<file path="src/rtl/dbq_pkg.sv">
package dbq_pkg;
  localparam int FIELD_W   = 16;
  localparam int ENTRY_W   = 64;
  localparam int STS_ERR   = 7;
  localparam int STS_FULL  = 4;
  localparam int STS_DIQ   = 0;

  function automatic logic [ENTRY_W-1:0] pack_entry(
    input logic [FIELD_W-1:0] tgt,
    input logic [FIELD_W-1:0] src,
    input logic [FIELD_W-1:0] info);
    return {16'h0000, tgt, src, info};
  endfunction
endpackage

</file>
<file path="src/rtl/dbq_ptr.sv">
module dbq_ptr #(
  parameter int IDX_W = 9
) (
  input  logic             clk,
  input  logic             rst,
  input  logic             adv,
  output logic [IDX_W-1:0] idx
);
  always_ff @(posedge clk) begin
    if (rst)      idx <= '0;
    else if (adv) idx <= idx + 1'b1;
  end
endmodule

</file>
<file path="src/rtl/dbq_status.sv">
module dbq_status
  import dbq_pkg::*;
(
  input  logic       clk,
  input  logic       rst,
  input  logic       set_err,
  input  logic       set_full,
  input  logic       set_diq,
  input  logic       clr_we,
  input  logic [7:0] clr_mask,
  input  logic       still_pending,
  input  logic [2:0] irq_en,
  output logic [7:0] status,
  output logic       irq
);
  logic err_q, full_q, diq_q;
  logic err_d, full_d, diq_d;

  always_comb begin
    err_d  = err_q;
    full_d = full_q;
    diq_d  = diq_q;
    if (clr_we && clr_mask[STS_ERR])  err_d  = 1'b0;
    if (clr_we && clr_mask[STS_FULL]) full_d = 1'b0;
    if (clr_we && clr_mask[STS_DIQ])  diq_d  = still_pending;
    if (set_err)  err_d  = 1'b1;
    if (set_full) full_d = 1'b1;
    if (set_diq)  diq_d  = 1'b1;
  end

  always_ff @(posedge clk) begin
    if (rst) begin
      err_q  <= 1'b0;
      full_q <= 1'b0;
      diq_q  <= 1'b0;
      irq    <= 1'b0;
    end else begin
      err_q  <= err_d;
      full_q <= full_d;
      diq_q  <= diq_d;
      irq    <= (err_d & irq_en[2]) | (full_d & irq_en[1]) | (diq_d & irq_en[0]);
    end
  end

  always_comb begin
    status           = 8'h00;
    status[STS_ERR]  = err_q;
    status[STS_FULL] = full_q;
    status[STS_DIQ]  = diq_q;
  end
endmodule

</file>
<file path="src/rtl/dbq_writer.sv">
module dbq_writer
  import dbq_pkg::*;
#(
  parameter int OFS_W = 12
) (
  input  logic               clk,
  input  logic               rst,
  input  logic               go,
  input  logic [OFS_W-1:0]   ofs,
  input  logic [FIELD_W-1:0] tgt,
  input  logic [FIELD_W-1:0] src,
  input  logic [FIELD_W-1:0] info,
  output logic               mem_we,
  output logic [OFS_W-1:0]   mem_addr,
  output logic [ENTRY_W-1:0] mem_wdata
);
  always_ff @(posedge clk) begin
    if (rst) begin
      mem_we    <= 1'b0;
      mem_addr  <= '0;
      mem_wdata <= '0;
    end else begin
      mem_we <= go;
      if (go) begin
        mem_addr  <= ofs;
        mem_wdata <= pack_entry(tgt, src, info);
      end
    end
  end
endmodule

</file>
<file path="src/rtl/dbq_rx_queue.sv">
module dbq_rx_queue
  import dbq_pkg::*;
#(
  parameter int DEPTH = 512
) (
  input  logic        clk,
  input  logic        rst,
  input  logic        enable,
  input  logic        db_valid,
  input  logic [15:0] db_tgt,
  input  logic [15:0] db_src,
  input  logic [15:0] db_info,
  input  logic        rx_err,
  input  logic        deq_advance,
  input  logic        sts_clr_we,
  input  logic [7:0]  sts_clr_mask,
  input  logic [2:0]  irq_en,
  output logic        mem_we,
  output logic [11:0] mem_addr,
  output logic [63:0] mem_wdata,
  output logic [11:0] enq_ofs,
  output logic [11:0] deq_ofs,
  output logic [7:0]  status,
  output logic        irq
);
  localparam int ENTRY_BYTES = ENTRY_W / 8;
  localparam int IDX_W       = $clog2(DEPTH);
  localparam int OFS_W       = IDX_W + $clog2(ENTRY_BYTES);
  localparam int CNT_W       = IDX_W + 1;

  logic [IDX_W-1:0] enq_idx, deq_idx;
  logic [CNT_W-1:0] cnt, cnt_nx;
  logic             full, accept, drop, retire;

  assign full   = (cnt == CNT_W'(DEPTH));
  assign accept = enable && db_valid && !full;
  assign drop   = enable && db_valid && full;
  assign retire = deq_advance && (cnt != '0);
  assign cnt_nx = cnt + CNT_W'(accept) - CNT_W'(retire);

  always_ff @(posedge clk) begin
    if (rst) cnt <= '0;
    else     cnt <= cnt_nx;
  end

  dbq_ptr #(.IDX_W(IDX_W)) u_enq (
    .clk(clk), .rst(rst), .adv(accept), .idx(enq_idx));

  dbq_ptr #(.IDX_W(IDX_W)) u_deq (
    .clk(clk), .rst(rst), .adv(retire), .idx(deq_idx));

  logic [OFS_W-1:0] enq_byte, deq_byte;
  assign enq_byte = {enq_idx, {($clog2(ENTRY_BYTES)){1'b0}}};
  assign deq_byte = {deq_idx, {($clog2(ENTRY_BYTES)){1'b0}}};
  assign enq_ofs  = 12'(enq_byte);
  assign deq_ofs  = 12'(deq_byte);

  logic [OFS_W-1:0] wr_addr;
  dbq_writer #(.OFS_W(OFS_W)) u_wr (
    .clk(clk), .rst(rst), .go(accept), .ofs(enq_byte),
    .tgt(db_tgt), .src(db_src), .info(db_info),
    .mem_we(mem_we), .mem_addr(wr_addr), .mem_wdata(mem_wdata));
  assign mem_addr = 12'(wr_addr);

  dbq_status u_sts (
    .clk(clk), .rst(rst),
    .set_err(rx_err), .set_full(drop), .set_diq(accept),
    .clr_we(sts_clr_we), .clr_mask(sts_clr_mask),
    .still_pending(cnt_nx != '0), .irq_en(irq_en),
    .status(status), .irq(irq));
endmodule

</file>
<file path="config.mk">
export PLATFORM = sky130hd
export DESIGN_NAME = dbq_rx_queue
export DESIGN_NICKNAME = d
export VERILOG_FILES = /design/src/rtl/dbq_pkg.sv /design/src/rtl/dbq_ptr.sv /design/src/rtl/dbq_status.sv /design/src/rtl/dbq_writer.sv /design/src/rtl/dbq_rx_queue.sv
export SDC_FILE = /design/constraint.sdc
export NUM_CORES = 1
export LEC_CHECK = 0
export BUFFER_PORTS_ARGS = -buffer_cell sky130_fd_sc_hd__buf_4
export CAP_MARGIN = 20
export CORE_ASPECT_RATIO = 1.25
export CORE_MARGIN = 2
export CORE_UTILIZATION = 30
export CTS_CLUSTER_DIAMETER = 30
export DETAILED_ROUTE_END_ITERATION = 10
export RECOVER_POWER = 25
export SKIP_CTS_REPAIR_TIMING = 1
export SYNTH_ARGS = -nofsm -noshare
export SYNTH_HDL_FRONTEND = slang
export SYNTH_HIERARCHICAL = 1
export SYNTH_SLANG_ARGS = --single-unit
</file>
<file path="constraint.sdc">
create_clock -name clk -period 4.1 [get_ports clk]
set_clock_uncertainty 0.2 [all_clocks]
set_input_delay 0 -clock clk [delete_from_list [all_inputs] [get_ports clk]]
set_output_delay 0 -clock clk [all_outputs]
set_load 0.1 [all_outputs]
</file>
==> impl_metrics.tcl <==
set metrics [dict create \
    ir_drop_uv 331.5 \
    cts.sinks 93 \
    antenna_found_initial 0 \
    grt_pass1_vias 3041 \
    htree_levels 3 \
    synth_edf_count 0 \
    setup_viol 0 \
    crit_fanout 3 \
    total_power_uw 3386 \
    synth_cell_type_count 45 \
    crit_type "reg2reg" \
    grt_max_degree 93 \
    grt_pass1_wl_um 15140 \
    max_stage_delay_ns 0.40 \
    synth_area_mm2 0.004258 \
    crit_chain "inv_1 > ha_1 > and4_1 > nand2_1 > nand3_2 > ha_1 > inv_1 > ha_1 > fa_2 > a211oi_2 > nor3_2 > nand2b_1 > a21oi_2 > xor2_1 > nand4_1 > nor2_2 > a311oi_2 > a221o_1" \
    ys_warn_count 6 \
    status "complete, no violations" \
    rows 48 \
    crit_path_end_kind "flip-flop" \
    async_flop_share_pct 0 \
    die_w_um 110.6 \
    p_leak_uw 0.002604 \
    vias_per_cell 4.364 \
    clock.fmax_mhz 257.7 \
    dr_total_vias 3500 \
    period_share_pct 94.66 \
    multi_input_area_mm2 0.002072 \
    crit_family "adder cells" \
    wl_per_cell_um 13.01 \
    yosys.area_share.adder_pct 5.466 \
    hp-class "in2reg" \
    die_area_mm2 0.01517 \
    synth_cells 430 \
    synth_top_family_by_area "simple AND/OR/NAND/NOR gates" \
    synthXorXnorAreaFrac_pct 3.086 \
    cp.required_ns 4.13 \
    synth-seq-cells 93 \
    die_h_um 137.2 \
    cts_made_buffers 9 \
    synth_mux_area_share_pct 14.81 \
    r2r_slack_ns 0.22 \
    cp-start-kind "flip-flop" \
    root_buffer "clkbuf_16" \
    drc 0 \
    clock_path_buffers 2 \
    io_buffers 143 \
    gp_congestion 0.8325 \
    whs_ns 0.01907 \
    crit_path_frequent_cell "ha_1" \
    synth-simple-area-share_pct 15.13 \
    r2r-start "cnt[4]" \
    final_max_slew_viol_count 0 \
    hold_depth 4 \
    regArea_mm2 0.001862 \
    hold_end "u_sts/irq" \
    cts_tree "done" \
    io_pins 176 \
    reg2reg_to "u_sts/irq" \
    dp_slack_ns 0.07483 \
    fin_nets 706 \
    grt.overflow.total 0 \
    worstMarginPinSlew_ns 1.265 \
    clk_latency_ns 0.33 \
    layout-drive-gt1-share_pct 21.85 \
    synth-compound-area-share_pct 6.964 \
    fillers 1348 \
    yosysSeqAreaShare_pct 43.73 \
    rr_worst_depth 18 \
    area_delta_synth_final_pct 41.96 \
    finalHoldViolations 0 \
    grtUsageTotal_pct 12.31 \
    utilization_pct 43.76 \
    hpwl_um 7180 \
    first_pass_iters 4 \
    crit_buf_inv 2 \
    cp.arrival_ns 3.91 \
    powerDensity_mw_per_mm2 560.2 \
    start_util_pct 30.82 \
    critPathSlowestCell "fa_2" \
    antenna_cells 0 \
    maxCapViolCount 0 \
    fin_crit_ns 3.881 \
    wl_um 10430 \
    drt_iter0_drc 189 \
    slew-limit-headroom_pct 16.01 \
    coreArea_mm2 0.01381 \
    setup_ws_ns 0.2190 \
    clkSlewWorstSetupHoldPaths_ns 0.07 \
    hold_start "sts_clr_mask[7]" \
    ys.flop_type "dfxtp_1" \
    drtAntennaViolNets 0 \
    syn_avg_cell_area_um2 9.902 \
]
==> logic make-up after synthesis <==
group,count (synthesis)
buf+inv,65
other cells,3
mux,63
flops,93
fa+ha+maj,18
compound gates,38
xor+xnor,15
simple gates,135
==> report_power, final <==
group | total, µW | switching (µW) | internal (µW) | leakage, µW
Sequential | 1040 | 51.2 | 989 | 0.000760
Combinational | 1490 | 964 | 524 | 0.00169
Clock | 858 | 370 | 488 | 0.000154
==> cells in the final DEF (no fill, tap or decap), types with 3 or more instances in the layout <==
cell	count
nor3_1	6
nor2_1	82
nor2b_1	5
clkbuf_16	9
xor2_1	10
conb_1	30
or3_1	8
dfxtp_1	93
nand2_1	11
a21oi_1	12
nand4_1	9
clkbuf_1	44
dlygate4sd3_1	57
mux2i_1	63
xnor2_1	5
buf_4	102
inv_1	13
ha_1	17
o21ai_0	8
a211oi_2	3
==> worst register-to-register path, cell delays in order (launching register included) <==
cell and delay, ns:
dfxtp_1 0.33, inv_1 0.06, ha_1 0.21, and4_1 0.21, nand2_1 0.10, nand3_2 0.10, ha_1 0.29, inv_1 0.04
ha_1 0.20, fa_2 0.40, a211oi_2 0.32, nor3_2 0.10, nand2b_1 0.16, a21oi_2 0.16, xor2_1 0.20, nand4_1 0.12
nor2_2 0.12, a311oi_2 0.12, a221o_1 0.32
==> synthesized netlist by cell type (all sizes together) (2+ instances only) <==
cell,n,area (µm²)
dfxtp,93,1862
nor2,83,311.6
mux2i,63,630.6
buf,48,385.4
ha,17,212.7
a21oi,14,73.82
inv,14,52.55
nand2,11,41.29
nand4,11,98.84
xor2,10,87.58
o21ai,8,40.04
or3,8,50.05
nor3,7,35.03
nor2b,6,45.04
xnor2,5,43.79
a211oi,3,32.53
a311oi,3,38.79
conb,3,11.26
clkbuf,2,7.510
nand2b,2,12.51
nand3,2,10.01
nor4,2,12.51
o21ba,2,26.28
o21bai,2,15.01
==> layer usage <==
metal  vias up  share of wire [%]  global-route usage, %
met4         0               0.85                  3.750
li1       1780                  -                      -
met3         9                5.1                  3.696
met2       120                 47                  19.90
met1      1591                 47                  15.96
met5         -                  0                      0
==> metrics by stage <==
stage          cells  setup TNS (ns)  instance area, µm²
6_report         802               0                6045
5_1_grt          802        -0.01539                6045
3_5_place_dp     727               0                5288
4_1_cts          743               0                5600
3_3_place_gp     727               0                5288
2_1_floorplan    457               0                4359
==> how the worst max path moves through the flow <==
stage	start	end	slack, ns	depth (start not counted)
2_1_floorplan	cnt[4]	u_sts/irq	0.52	18
3_3_place_gp	cnt[4]	u_sts/irq	0.16	18
3_5_place_dp	cnt[4]	u_sts/irq	0.07	18
4_1_cts	cnt[4]	u_sts/irq	0.04	18
5_1_grt	cnt[4]	u_sts/irq	-0.02	18
6_report	cnt[4]	u_sts/irq	0.22	18
==> cell type report <==
type,count,share of cell area [%]
Clock buffer,9,3.726
Clock inverter,7,1.449
Inverter,15,0.9522
Multi-Input combinational cell,299,34.28
Sequential cell,93,30.80
Tap cell,175,3.622
Timing Repair Buffer,204,25.17
==> flip-flops by register name, summed over array words and instances (netlist names), 9 cells and up <==
signal	flops
u_wr/mem_addr	12
u_wr/mem_wdata	48
u_deq/idx	9
cnt	10
u_enq/idx	9
Power figures use the tool's default switching activity.
